[src/rtl/spi_eng_pkg.sv]
package spi_eng_pkg;
   typedef enum logic [1:0] {
      ENG_IDLE  = 2'd0,
      ENG_FETCH = 2'd1,
      ENG_SHIFT = 2'd2
   } eng_state_t;
endpackage

[src/rtl/spi_eng_tick.sv]
module spi_eng_tick #(
   parameter int DIV_HALF = 2
) (
   input  logic clk,
   input  logic rst_n,
   input  logic run,
   output logic tick
);
   localparam int CW = (DIV_HALF > 1) ? $clog2(DIV_HALF) : 1;
   localparam logic [CW-1:0] LAST = CW'(DIV_HALF - 1);

   generate
      if (DIV_HALF < 1) begin : g_bad_div
         $error("DIV_HALF must be at least 1");
      end
   endgenerate

   logic [CW-1:0] cnt;

   always_ff @(posedge clk or negedge rst_n) begin
      if (!rst_n)           cnt <= '0;
      else if (!run)        cnt <= '0;
      else if (cnt == LAST) cnt <= '0;
      else                  cnt <= cnt + 1'b1;
   end

   assign tick = run && (cnt == LAST);

   AST_TICK_IN_RANGE: assert property (@(posedge clk) disable iff (!rst_n)
      cnt <= LAST);
endmodule

[src/rtl/spi_eng_txsh.sv]
module spi_eng_txsh #(
   parameter int DATA_W = 32,
   parameter int LEN_W  = 5
) (
   input  logic              clk,
   input  logic              rst_n,
   input  logic              load,
   input  logic              shift,
   input  logic              align,
   input  logic [LEN_W-1:0]  len_m1,
   input  logic [DATA_W-1:0] din,
   output logic              msb
);
   logic [DATA_W-1:0] sh;
   logic [LEN_W-1:0]  lshift;

   assign lshift = LEN_W'(DATA_W - 1) - len_m1;

   always_ff @(posedge clk or negedge rst_n) begin
      if (!rst_n)     sh <= '0;
      else if (load)  sh <= align ? (din << lshift) : din;
      else if (shift) sh <= {sh[DATA_W-2:0], 1'b0};
   end

   assign msb = sh[DATA_W-1];

   AST_LOAD_SHIFT_EXCL: assert property (@(posedge clk) disable iff (!rst_n)
      !(load && shift));
endmodule

[src/rtl/spi_eng_rxsh.sv]
module spi_eng_rxsh #(
   parameter int DATA_W = 32,
   parameter int LEN_W  = 5
) (
   input  logic              clk,
   input  logic              rst_n,
   input  logic              clear,
   input  logic              sample,
   input  logic              bit_in,
   input  logic              finish,
   input  logic [LEN_W-1:0]  len_m1,
   output logic              push,
   output logic [DATA_W-1:0] data
);
   logic [DATA_W-1:0] sh;
   logic [DATA_W-1:0] keep;

   assign keep = ~({DATA_W{1'b1}} << ({1'b0, len_m1} + 1'b1));

   always_ff @(posedge clk or negedge rst_n) begin
      if (!rst_n)      sh <= '0;
      else if (clear)  sh <= '0;
      else if (sample) sh <= {sh[DATA_W-2:0], bit_in};
   end

   always_ff @(posedge clk or negedge rst_n) begin
      if (!rst_n) begin
         push <= 1'b0;
         data <= '0;
      end else begin
         push <= finish;
         if (finish) data <= sh & keep;
      end
   end

   AST_PUSH_SINGLE: assert property (@(posedge clk) disable iff (!rst_n)
      push |=> !push);
   AST_NO_SAMPLE_AT_END: assert property (@(posedge clk) disable iff (!rst_n)
      !(sample && finish));
endmodule

[src/rtl/spi_shift_engine.sv]
module spi_shift_engine
   import spi_eng_pkg::*;
#(
   parameter int DATA_W   = 32,
   parameter int CNT_W    = 16,
   parameter int DIV_HALF = 2,
   localparam int LEN_W   = $clog2(DATA_W)
) (
   input  logic              clk,
   input  logic              rst_n,
   input  logic              start,
   input  logic [CNT_W-1:0]  word_count,
   input  logic [LEN_W-1:0]  cfg_len_m1,
   input  logic              cfg_idle_high,
   input  logic              cfg_input_first,
   input  logic              cfg_loopback,
   input  logic              cfg_align,
   input  logic              cfg_cs_active_high,
   input  logic              cfg_force_cs,
   input  logic              tx_valid,
   input  logic [DATA_W-1:0] tx_data,
   output logic              tx_pop,
   output logic              rx_push,
   output logic [DATA_W-1:0] rx_data,
   output logic              sclk,
   output logic              mosi,
   input  logic              miso,
   output logic              cs,
   output logic              busy,
   output logic              done,
   output logic              clk_underrun
);
   generate
      if (DATA_W < 2 || (DATA_W & (DATA_W - 1)) != 0) begin : g_bad_width
         $error("DATA_W must be a power of two of at least 2");
      end
      if (CNT_W < 1) begin : g_bad_cnt
         $error("CNT_W must be at least 1");
      end
   endgenerate

   eng_state_t       state;
   logic [CNT_W-1:0] words_left;
   logic [LEN_W-1:0] bits_left;
   logic [LEN_W-1:0] len_q;
   logic             phase;
   logic             first_q, loop_q, align_q;
   logic             tick, shifting, last_bit;
   logic             do_sample, do_shift, do_finish, tx_msb, rx_bit;

   assign shifting  = (state == ENG_SHIFT);
   assign last_bit  = (bits_left == '0);
   assign do_sample = shifting && tick && !phase;
   assign do_shift  = shifting && tick && phase && !last_bit;
   assign do_finish = shifting && tick && phase && last_bit;
   assign tx_pop    = (state == ENG_FETCH) && tx_valid;

   always_ff @(posedge clk or negedge rst_n) begin
      if (!rst_n) begin
         state        <= ENG_IDLE;
         words_left   <= '0;
         bits_left    <= '0;
         len_q        <= '0;
         phase        <= 1'b0;
         first_q      <= 1'b0;
         loop_q       <= 1'b0;
         align_q      <= 1'b0;
         done         <= 1'b0;
         clk_underrun <= 1'b0;
      end else begin
         done <= 1'b0;
         unique case (state)
            ENG_IDLE: begin
               if (start && word_count != '0) begin
                  words_left   <= word_count;
                  len_q        <= cfg_len_m1;
                  first_q      <= cfg_input_first;
                  loop_q       <= cfg_loopback;
                  align_q      <= cfg_align;
                  clk_underrun <= 1'b0;
                  state        <= ENG_FETCH;
               end
            end
            ENG_FETCH: begin
               if (tx_valid) begin
                  bits_left <= len_q;
                  phase     <= 1'b0;
                  state     <= ENG_SHIFT;
               end else begin
                  clk_underrun <= 1'b1;
               end
            end
            ENG_SHIFT: begin
               if (tick) begin
                  if (!phase) begin
                     phase <= 1'b1;
                  end else if (!last_bit) begin
                     bits_left <= bits_left - 1'b1;
                     phase     <= 1'b0;
                  end else begin
                     words_left <= words_left - 1'b1;
                     if (words_left == CNT_W'(1)) begin
                        state <= ENG_IDLE;
                        done  <= 1'b1;
                     end else begin
                        state <= ENG_FETCH;
                     end
                  end
               end
            end
            default: state <= ENG_IDLE;
         endcase
      end
   end

   spi_eng_tick #(.DIV_HALF(DIV_HALF)) u_tick (
      .clk  (clk),
      .rst_n(rst_n),
      .run  (shifting),
      .tick (tick)
   );

   spi_eng_txsh #(.DATA_W(DATA_W), .LEN_W(LEN_W)) u_txsh (
      .clk   (clk),
      .rst_n (rst_n),
      .load  (tx_pop),
      .shift (do_shift),
      .align (align_q),
      .len_m1(len_q),
      .din   (tx_data),
      .msb   (tx_msb)
   );

   assign mosi   = shifting ? tx_msb : 1'b0;
   assign rx_bit = loop_q ? mosi : miso;

   spi_eng_rxsh #(.DATA_W(DATA_W), .LEN_W(LEN_W)) u_rxsh (
      .clk   (clk),
      .rst_n (rst_n),
      .clear (tx_pop),
      .sample(do_sample),
      .bit_in(rx_bit),
      .finish(do_finish),
      .len_m1(len_q),
      .push  (rx_push),
      .data  (rx_data)
   );

   // Phase 0 is the idle half when sampling leads, the active half otherwise.
   assign sclk = shifting ? (cfg_idle_high ^ (first_q ? phase : ~phase)) : cfg_idle_high;
   assign busy = (state != ENG_IDLE);
   assign cs   = (busy || cfg_force_cs) ? cfg_cs_active_high : ~cfg_cs_active_high;

   AST_POP_NEEDS_DATA: assert property (@(posedge clk) disable iff (!rst_n)
      tx_pop |-> tx_valid);
   AST_SCLK_IDLE_OUTSIDE: assert property (@(posedge clk) disable iff (!rst_n)
      !busy |-> sclk == cfg_idle_high);
   AST_CS_HELD: assert property (@(posedge clk) disable iff (!rst_n)
      busy |-> cs == cfg_cs_active_high);
   AST_DONE_ENDS: assert property (@(posedge clk) disable iff (!rst_n)
      done |-> !busy);
   AST_STALL_QUIET: assert property (@(posedge clk) disable iff (!rst_n)
      (busy && !shifting && !tx_valid) |=> $stable(sclk));
   AST_START_IGNORED: assert property (@(posedge clk) disable iff (!rst_n)
      (busy && start && !done) |=> busy);
endmodule

[config.mk]
export PLATFORM = sky130hd
export DESIGN_NAME = spi_shift_engine
export DESIGN_NICKNAME = d
export VERILOG_FILES = /design/src/rtl/spi_eng_pkg.sv /design/src/rtl/spi_eng_tick.sv /design/src/rtl/spi_eng_txsh.sv /design/src/rtl/spi_eng_rxsh.sv /design/src/rtl/spi_shift_engine.sv
export SDC_FILE = /design/constraint.sdc
export NUM_CORES = 1
export LEC_CHECK = 0
export ABC_AREA = 1
export ABC_CLOCK_PERIOD_IN_PS = 1700
export BUFFER_PORTS_ARGS = -buffer_cell sky130_fd_sc_hd__buf_2
export CORE_MARGIN = 1.5
export CORE_UTILIZATION = 26
export DETAILED_ROUTE_END_ITERATION = 8
export SYNTH_ARGS = -nofsm -noshare
export SYNTH_HDL_FRONTEND = slang
export SYNTH_SLANG_ARGS = --single-unit
[constraint.sdc]
create_clock -name clk -period 1.7 [get_ports clk]
set_clock_uncertainty 0.15 [all_clocks]
set_input_delay 0.085 -clock clk [delete_from_list [all_inputs] [get_ports clk]]
set_output_delay 0.085 -clock clk [all_outputs]
set_load 0.05 [all_outputs]
=== Yosys cells after proc, flatten, opt, wreduce, memory -nomap -nowiden ===
Index checks and enable logic that the tools add are counted.

* Shift operators: 2
* Add/subtract/negate cells: 5
* Mux-type cells: 42
* Bitwise gates (word level): 5
* Eq/ne operators: 10
* Reductions and logical operators: 26

{| class="wikitable"
|+ Operators by type and width
! operator !! count
|-
| two-way mux 32 bit || 5
|-
| two-way mux 16 bit || 4
|-
| AND 32 bit || 1
|-
| inverter 32 bit || 1
|-
| case mux 16 bit (2 select lines) || 1
|-
| << shifter 32 x 5 -> 32 bit || 1
|-
| << shifter 32 x 6 -> 32 bit (first input constant) || 1
|-
| two-way mux 5 bit || 4
|-
| two-way mux 1 bit || 19
|-
| == test 16 x 1 -> 1 bit (second input constant) || 1
|-
| nonzero test 16 bit || 1
|-
| subtractor 16 x 1 -> 16 bit (second input constant) || 1
|-
| AND reduction 5 bit || 3
|-
| inequality test 2 bit (second input constant) || 6
|-
| nonzero test 2 bit || 6
|-
| two-way mux 2 bit || 5
|-
| case mux 5 bit (2 select lines) || 1
|-
| logical AND 1 bit || 8
|-
| adder 5 x 1 -> 6 bit (second input constant) || 1
|-
| case mux 2 bit (3 select lines) || 1
|-
| AND reduction 3 bit || 2
|-
| zero test 5 bit || 1
|-
| subtractor 5 x 1 -> 5 bit (second input constant) || 1
|-
| subtractor 5 bit (first input constant) || 1
|-
| 11 further kinds || 14
|}

* Register bits after elaboration: 132
* Output and inout bits: 40
* Bits of input ports: 64

=== Depth between registers and ports, before layout ===
Gate-level depths: netlist of the first run.

* Depth in word-level cells: 7
* Mapped depth: 15

=== Hierarchy ===
A second synthesis of the first run with hierarchy kept.

* Cell total of the unflattened synthesis: 1316
* Area total of the unflattened synthesis: 8758.4 µm²

{| class="wikitable"
|+ By module, submodules not included
! module !! area each (µm²) !! seq. area each (µm²) !! instances !! cells an instance
|-
| spi_eng_txsh || 3367.0 || 800.8 || 1 || 573
|-
| spi_eng_rxsh || 3143.0 || 1626.6 || 1 || 400
|-
| spi_shift_engine || 2205.9 || 850.8 || 1 || 338
|-
| spi_eng_tick || 42.5 || 25.0 || 1 || 5
|}

=== Worst setup path before layout of the first run ===
Ideal clock, no wire load.

* Kind: register -> output
* Start point: register state[0]
* End point: output port cs
* Arrival time: 1.756 ns
* Setup slack: -0.291 ns
* Cell stages (with the launch flop): 5
* Buffers on the path: 0
* Path through: dfrtp_1 > nor2_1 > inv_1 > nor2_1 > xor2_1

* Longest elaborated chain between the ends: 3

{| class="wikitable"
|+ RTL lines
! what !! RTL line !! RTL
|-
| from (decl) || spi_shift_engine.sv:42 || <nowiki>eng_state_t state;</nowiki>
|-
| from (signal assigned) || spi_shift_engine.sv:60 || <nowiki>state <= ENG_IDLE;</nowiki>
|-
| from (signal assigned) || spi_shift_engine.sv:81 || <nowiki>state <= ENG_FETCH;</nowiki>
|-
| from (signal assigned) || spi_shift_engine.sv:88 || <nowiki>state <= ENG_SHIFT;</nowiki>
|-
| nonzero test 2 bit || spi_shift_engine.sv:151 || <nowiki>assign busy = (state != ENG_IDLE);</nowiki>
|-
| net busy || spi_shift_engine.sv:29 || <nowiki>output logic busy,</nowiki>
|-
| logical OR 1 bit || spi_shift_engine.sv:152 || <nowiki>assign cs = (busy || cfg_force_cs) ? cfg_cs_active_high : ~cfg_cs_active_high;</nowiki>
|-
| two-way mux 1 bit || spi_shift_engine.sv:152 ||
|-
| to (decl) || spi_shift_engine.sv:28 || <nowiki>output logic cs,</nowiki>
|}

The timed path passes the listed nets, and every way through them passes these cells.

=== Worst setup path after layout of the first run ===
* Start point: register len_q[0]
* End point: register u_txsh.sh[22]

* Longest elaborated chain between the ends: 4

{| class="wikitable"
|+ RTL lines
! what !! RTL line !! RTL
|-
| from (decl) || spi_shift_engine.sv:45 || <nowiki>logic [LEN_W-1:0] len_q;</nowiki>
|-
| from (signal assigned) || spi_shift_engine.sv:76 || <nowiki>len_q <= cfg_len_m1;</nowiki>
|-
| subtractor 5 bit || spi_eng_txsh.sv:17 || <nowiki>assign lshift = LEN_W'(DATA_W - 1) - len_m1;</nowiki>
|-
| << shifter 32 x 5 -> 32 bit || spi_eng_txsh.sv:21 || <nowiki>else if (load) sh <= align ? (din << lshift) : din;</nowiki>
|-
| two-way mux 32 bit (2 in a row) || spi_eng_txsh.sv:21 ||
|-
| to (signal assigned) || spi_eng_txsh.sv:21 ||
|-
| to (signal assigned) || spi_eng_txsh.sv:22 || <nowiki>else if (shift) sh <= {sh[DATA_W-2:0], 1'b0};</nowiki>
|-
| to (decl) || spi_eng_txsh.sv:14 || <nowiki>logic [DATA_W-1:0] sh;</nowiki>
|}

No other way between the ends.
A chain may end at the register's enable or synchronous reset.

==> impl_metrics.json, run 1 <==
{
  "status": "finished, violations left",
  "failed_checks": "negative setup slack",
  "async_flop_share_pct": 100.0,
  "yosysSeqAreaShare_pct": 40.57,
  "synthTopCellsByCount": "nand2_1, nand3_1, dfrtp_1",
  "layout_setup_ws_ps": -216.2,
  "grt_use_total_pct": 19.24,
  "grt_pass1_vias": 9473,
  "multiInputGateArea_um2": 6175,
  "initial_utilization_pct": 26.55,
  "fmax_ghz": 0.5219,
  "final_max_slew_viol_count": 0,
  "io_pins": 104,
  "yosys.area.top_type": "dfrtp_1",
  "cp_max_fo": 7,
  "cp.required_ps": 1850,
  "netlist.area_leader.share_pct": 40.57,
  "nNetsFinal": 1496,
  "end_kind": "flop",
  "clock_sinks": 132,
  "cp-startpoint": "len_q[0]",
  "first_pass_iters": 6,
  "cts_buffer_depth": 2,
  "fillers": 2895,
  "setup_violations": 87,
  "synth_ff_type": "dfrtp_1",
  "ctsHtreeMaxLevel": 4,
  "fp.dieArea_um2": 32390,
  "worst_pin_slew_ps": 416.6,
  "place_ws_ps": -189.0,
  "max-vdd-ir-drop_uv": 547.6,
  "fin_cells": 1835,
  "arrival_ps": 2070,
  "core_area_um2": 30670,
  "die_h_um": 180.0,
  "rsz0062_at_grt": "yes",
  "timing.critical_path.to": "u_txsh.sh[22]",
  "hold_path_startpoint": "tx_data[20]",
  "r2r-start": "len_q[0]",
  "clk-insertion-delay-late_ps": 420,
  "power.leakage_uw": 0.006334,
  "placedCellCount": 1699,
  "synthCells": 1160,
  "startpoint_type": "flop",
  "globalRouteOverflowTotal": 0,
  "path_clk_slew_ps": 70,
  "routedWlPerCell_um": 17.61,
  "syn_nets": 1231,
  "vias": 9410,
  "worst_r2r_path_depth": 10,
  "cts_buffers": 17,
  "p_per_area_nw_per_um2": 641.3,
  "max_cap_viol_count": 0,
  "dpl.hpwl_um": 20150,
  "yosysWarnings": 0,
  "fin_crit_ps": 1916,
  "synth_edf_count": 0,
  "grt_max_degree": 39,
  "yosysMostFrequentCell": "nand2_1",
  "finalCritPeriodShare_pct": 112.7,
  "viasPerCell": 5.128,
  "total_power_uw": 8858,
  "drt_iter0_drc": 764,
  "tritoncts": "built",
  "finalHoldViolations": 0,
  "die_w_um": 180.0,
  "drc": 0,
  "grt_pass1_wl_um": 50020,
  "seq_area_um2": 3308,
  "r2r-end": "u_txsh.sh[22]",
  "synthTopCellsByArea": "dfrtp_1, nand2_1, nand3_1",
  "rows": 64,
  "r2r_setup_slack_ps": -220,
  "io_buffers": 103,
  "antenna_left": 0,
  "hold_class": "in -> reg",
  "ys_ff_latch": 132,
  "wl_um": 32310,
  "layout-drive-gt1-share_pct": 47.84,
  "synth.distinct_cells": 38,
  "avgSynthCellArea_um2": 7.020,
  "worstSetupPathType": "reg -> reg",
  "cts-root-buf": "clkbuf_16",
  "antenna_found_initial": 1,
  "synthesis.area_um2": 8143,
  "area_growth_pct": 69.64,
  "place_congestion": 0.9187,
  "max_slew_margin_pct": 72.23
}
through the flow:
step	hold WS, ps	cell area, um2	setup TNS [ps]	utilization, %
finish	41.85	13810	-10630	45.04
global route	31.53	13810	-18260	45.04
CTS	18.99	13090	-7825	42.66
detailed placement	-147.2	9833	-7705	32.06
global placement	-146.4	9833	-5808	32.06
floorplan	-360.6	8197	-459.8	-
routing by layer:
| metal | global-route usage, % | share of wire [%] |
|---|---|---|
| met4 | 8.200 | 3.5 |
| met3 | 3.971 | 6.5 |
| met1 | 24.90 | 42 |
| met5 | 0 | 0 |
| met2 | 31.06 | 48 |
where the power goes:
group          total [uW]  internal [uW]  switching, uW
Sequential           3200           3180           23.9
Combinational        2160            865           1290
Clock                3500           2020           1480
repair_timing:
item / in CTS / in global routing
buffers inserted: 27 / 7
pin swaps: 104 / 56
resized for setup: 424 / 163
setup endpoints to repair: 90 / 132
hold buffers: 53 / 0
hold endpoints to repair: 183 / 0
gates cloned: 14 / 4
worst max-delay path: stages (launching register included):
cell and delay (ps):
dfrtp_2 420, buf_6 140, clkinv_8 70, buf_12 140, buf_16 160, nand2_2 90
nand3_2 100, nand3_2 90, nand2_2 60, o211ai_1 250, a21oi_1 120
registers in the layout (all words and copies together), names as in the netlist:
| name | flops |
|---|---|
| words_left | 16 |
| done | 1 |
| u_rxsh.sh | 32 |
| u_txsh.sh | 32 |
| u_tick.cnt | 1 |
| state | 2 |
| clk_underrun | 1 |
| first_q | 1 |
| len_q | 5 |
| u_rxsh.data | 32 |
| bits_left | 5 |
| phase | 1 |
| u_rxsh.push | 1 |
| align_q | 1 |
| loop_q | 1 |
how the worst min path moves through the flow:
stage	endpoint	slack [ps]	depth (start not counted)
final	u_txsh.sh[20]	40	5
after global routing	u_txsh.sh[20]	30	5
after CTS	u_txsh.sh[20]	20	5
after detailed placement	u_rxsh.data[12]	-150	1
after global placement	u_rxsh.data[12]	-150	1
after floorplan	align_q	-360	0
cell type report:
cell class                      count  area share [%]
Clock buffer                       18           3.107
Multi-Input combinational cell    864           44.70
Timing Repair inverter              3          0.2083
Inverter                          102           3.216
Tap cell                          396           3.587
Clock inverter                     14          0.9239
Timing Repair Buffer              305           20.29
Antenna cell                        1         0.01812
Sequential cell                   132           23.95
cell usage in the layout, fill, tap and decap left out, drive strengths merged:
cell and instances:
nand2 367, buf 249, nand3 171, dfrtp 132, inv 104, o21ai 86
nor2 71, a21oi 54, dlygate4sd3 53, o22ai 33, clkbuf 21, o21a 15
o211ai 11, a22oi 10, o31ai 9, clkinv 9, xor2 7, ha 7
nand4 6, clkinvlp 5, a31oi 5, o21bai 3, a211oi 3, mux2 2
diode 1, xnor2 1, and2 1, a31o 1, or2 1, bufinv 1
logic make-up (layout without fill, tap and decap cells):
kind of cell             Yosys count  after routing  share of synthesized area, %
XOR/XNOR                           8              8                        0.9527
multiplexers                       2              2                        0.2766
other                              0              1                             0
AND/OR/NAND/NOR                  617            617                         32.08
buffers and inverters            164            442                         8.528
flip-flops                       132            132                         40.57
AO/OA/AOI/OAI                    230            230                         16.52
adder cells (fa/ha/maj)            7              7                         1.076
No activity file was read; power rests on OpenSTA's default activity.
==> run 2, diff against run 1 <==
--- a/config.mk
+++ b/config.mk
@@ -8,9 +8,11 @@
 export ABC_AREA = 1
 export ABC_CLOCK_PERIOD_IN_PS = 1700
 export BUFFER_PORTS_ARGS = -buffer_cell sky130_fd_sc_hd__buf_2
+export CORE_ASPECT_RATIO = 0.5
 export CORE_MARGIN = 1.5
 export CORE_UTILIZATION = 26
 export DETAILED_ROUTE_END_ITERATION = 8
 export SYNTH_ARGS = -nofsm -noshare
 export SYNTH_HDL_FRONTEND = slang
 export SYNTH_SLANG_ARGS = --single-unit
+export TNS_END_PERCENT = 1
==> run 2 against run 1 <==
The flow still finishes with violations (negative setup slack). Final cell count decreased by 0.27%. Register-to-register slack about the same. Via count decreased by 6.9%. Worst hold slack got worse by 18 ps. Cell area decreased by 17%. Sequential power about the same. Maximum frequency decreased by 0.57%. Sequential cell count unchanged. Routed wire length decreased by 13%. Non-clock buffer count decreased by 29. Total power decreased by 3.7%. Largest power group unchanged.
==> impl_metrics.json, run 2 (synthesis gave the netlist of run 1 again) <==
{
  "max_slew_margin_pct": 66.81,
  "fmax_ghz": 0.5189,
  "die_h_um": 128.1,
  "final_cell_mix": "nand2_1, nand3_1, dfrtp_1",
  "nNetsFinal": 1464,
  "layout_commonest_cell": "nand2_1",
  "place_congestion": 0.9299,
  "max-vdd-ir-drop_uv": 835.5,
  "fp.dieArea_um2": 32450,
  "r2r-start": "state[1]",
  "antenna_left": 0,
  "whs_ps": 23.53,
  "vias": 8762,
  "io_pins": 104,
  "p_comb_share_pct": 16.8,
  "largestRegisters": "u_rxsh.data x32, u_rxsh.sh x32, u_txsh.sh x32",
  "cp_max_fo": 4,
  "layout-drive-gt1-share_pct": 24.25,
  "arrival_ps": 1690,
  "grt_use_total_pct": 17.82,
  "holdPathEnd": "u_txsh.sh[17]",
  "max_cap_viol_count": 0,
  "finalHoldViolations": 0,
  "viasPerCell": 4.788,
  "swShare_pct": 28.45,
  "worstSetupPathType": "reg -> out",
  "seq_power_share_pct": 37.5,
  "fin_crit_ps": 1927,
  "globalRouteOverflowTotal": 0,
  "r2r-end": "u_rxsh.data[17]",
  "grt_pass1_wl_um": 45190,
  "dpl.hpwl_um": 20850,
  "p_per_area_nw_per_um2": 745.7,
  "hold_path_startpoint": "tx_data[17]",
  "worst_r2r_path_depth": 11,
  "ctsHtreeMaxLevel": 4,
  "failed_checks": "negative setup slack",
  "grt_max_degree": 53,
  "status": "finished, violations left",
  "p_sw_uw": 2426,
  "core_area_um2": 30570,
  "initial_utilization_pct": 26.63,
  "drc": 0,
  "rsz0062_at_grt": "yes",
  "wl_um": 28080,
  "drt_iter0_drc": 750,
  "setup_violations": 86,
  "area_growth_pct": 40.44,
  "final_max_slew_viol_count": 0,
  "cts_buffer_depth": 2,
  "io_buffers": 103,
  "hold_class": "in -> reg",
  "clk-insertion-delay-late_ps": 420,
  "grt_pass1_vias": 8398,
  "tritoncts": "built",
  "r2r_setup_slack_ps": -210,
  "clock_sinks": 132,
  "path_clk_slew_ps": 60,
  "first_pass_iters": 6,
  "worst_pin_slew_ps": 497.8,
  "intPower_uw": 6102,
  "startpoint_type": "flop",
  "antenna_found_initial": 1,
  "place_ws_ps": -246.5,
  "layout_setup_ws_ps": -227.3,
  "hold_depth": 6,
  "power.leakage_uw": 0.005591,
  "routedWlPerCell_um": 15.34,
  "fillers": 3180,
  "cp.required_ps": 1460,
  "end_kind": "output pin",
  "die_w_um": 253.3,
  "cts-root-buf": "clkbuf_16",
  "p_clk_share_pct": 45.7,
  "rows": 45,
  "finalCritPeriodShare_pct": 113.4,
  "cts_buffers": 17
}
run 2: cell type report:
cell class	instances	area, um2	area share (%)
Antenna cell	1	2.502	0.02188
Clock buffer	18	429.2	3.753
Clock inverter	14	188.9	1.652
Inverter	102	400.4	3.501
Multi-Input combinational cell	864	4364	38.16
Sequential cell	132	3307	28.92
Tap cell	423	529.3	4.628
Timing Repair Buffer	276	2215	19.37
run 2: what timing repair did:
action,4_1_cts,5_1_grt
hold endpoints to repair,183,0
pin swaps,10,2
setup endpoints to repair,91,123
setup buffers,3,1
hold buffers,52,0
resized for setup,70,24
run 2: power by group through the flow:
stage	registers (uW)	clock network, uW	logic [uW]
CTS	3200	3960	1400
finish	3200	3900	1430
detailed placement	3250	0	1260
global route	3200	4100	1580
floorplan	3250	0	665
global placement	3250	0	1270
run 2: stage by stage:
step                instance area (um2)  util [%]  power, uW  TNS, ps  std cells
CTS                               11340     37.11       8561    -9635       1828
global route                      11440     37.41       8878   -22270       1830
detailed placement                 9971     32.61       4510   -13160       1741
global placement                   9971     32.61       4518    -9258       1741
finish                            11440     37.41       8528    -9159       1830
floorplan                          8165         -       3912    -1717       1160
run 2: worst max-delay path: stages (launching register included):
cell and delay, ps:
dfrtp_2 440, nor2_1 200, inv_1 110, nor2_1 170, xor2_2 140, buf_4 210
run 2: worst max-delay path by stage:
| stage | start | slack, ps | end |
|---|---|---|---|
| global route | state[1] | -330 | u_rxsh.data[23] |
| CTS | state[1] | -260 | sclk |
| global placement | len_q[0] | -200 | u_rxsh.data[5] |
| floorplan | state[0] | -80 | cs |
| finish | state[0] | -230 | cs |
| detailed placement | len_q[0] | -250 | u_rxsh.data[23] |
run 2: per-layer routing:
layer	global-route usage, %	vias to the layer above	part of all wire [%]
met5	0	-	0
met4	6.728	0	3.2
met3	3.107	47	4.4
met2	29.31	252	47
met1	23.46	4122	45
li1	-	4341	-
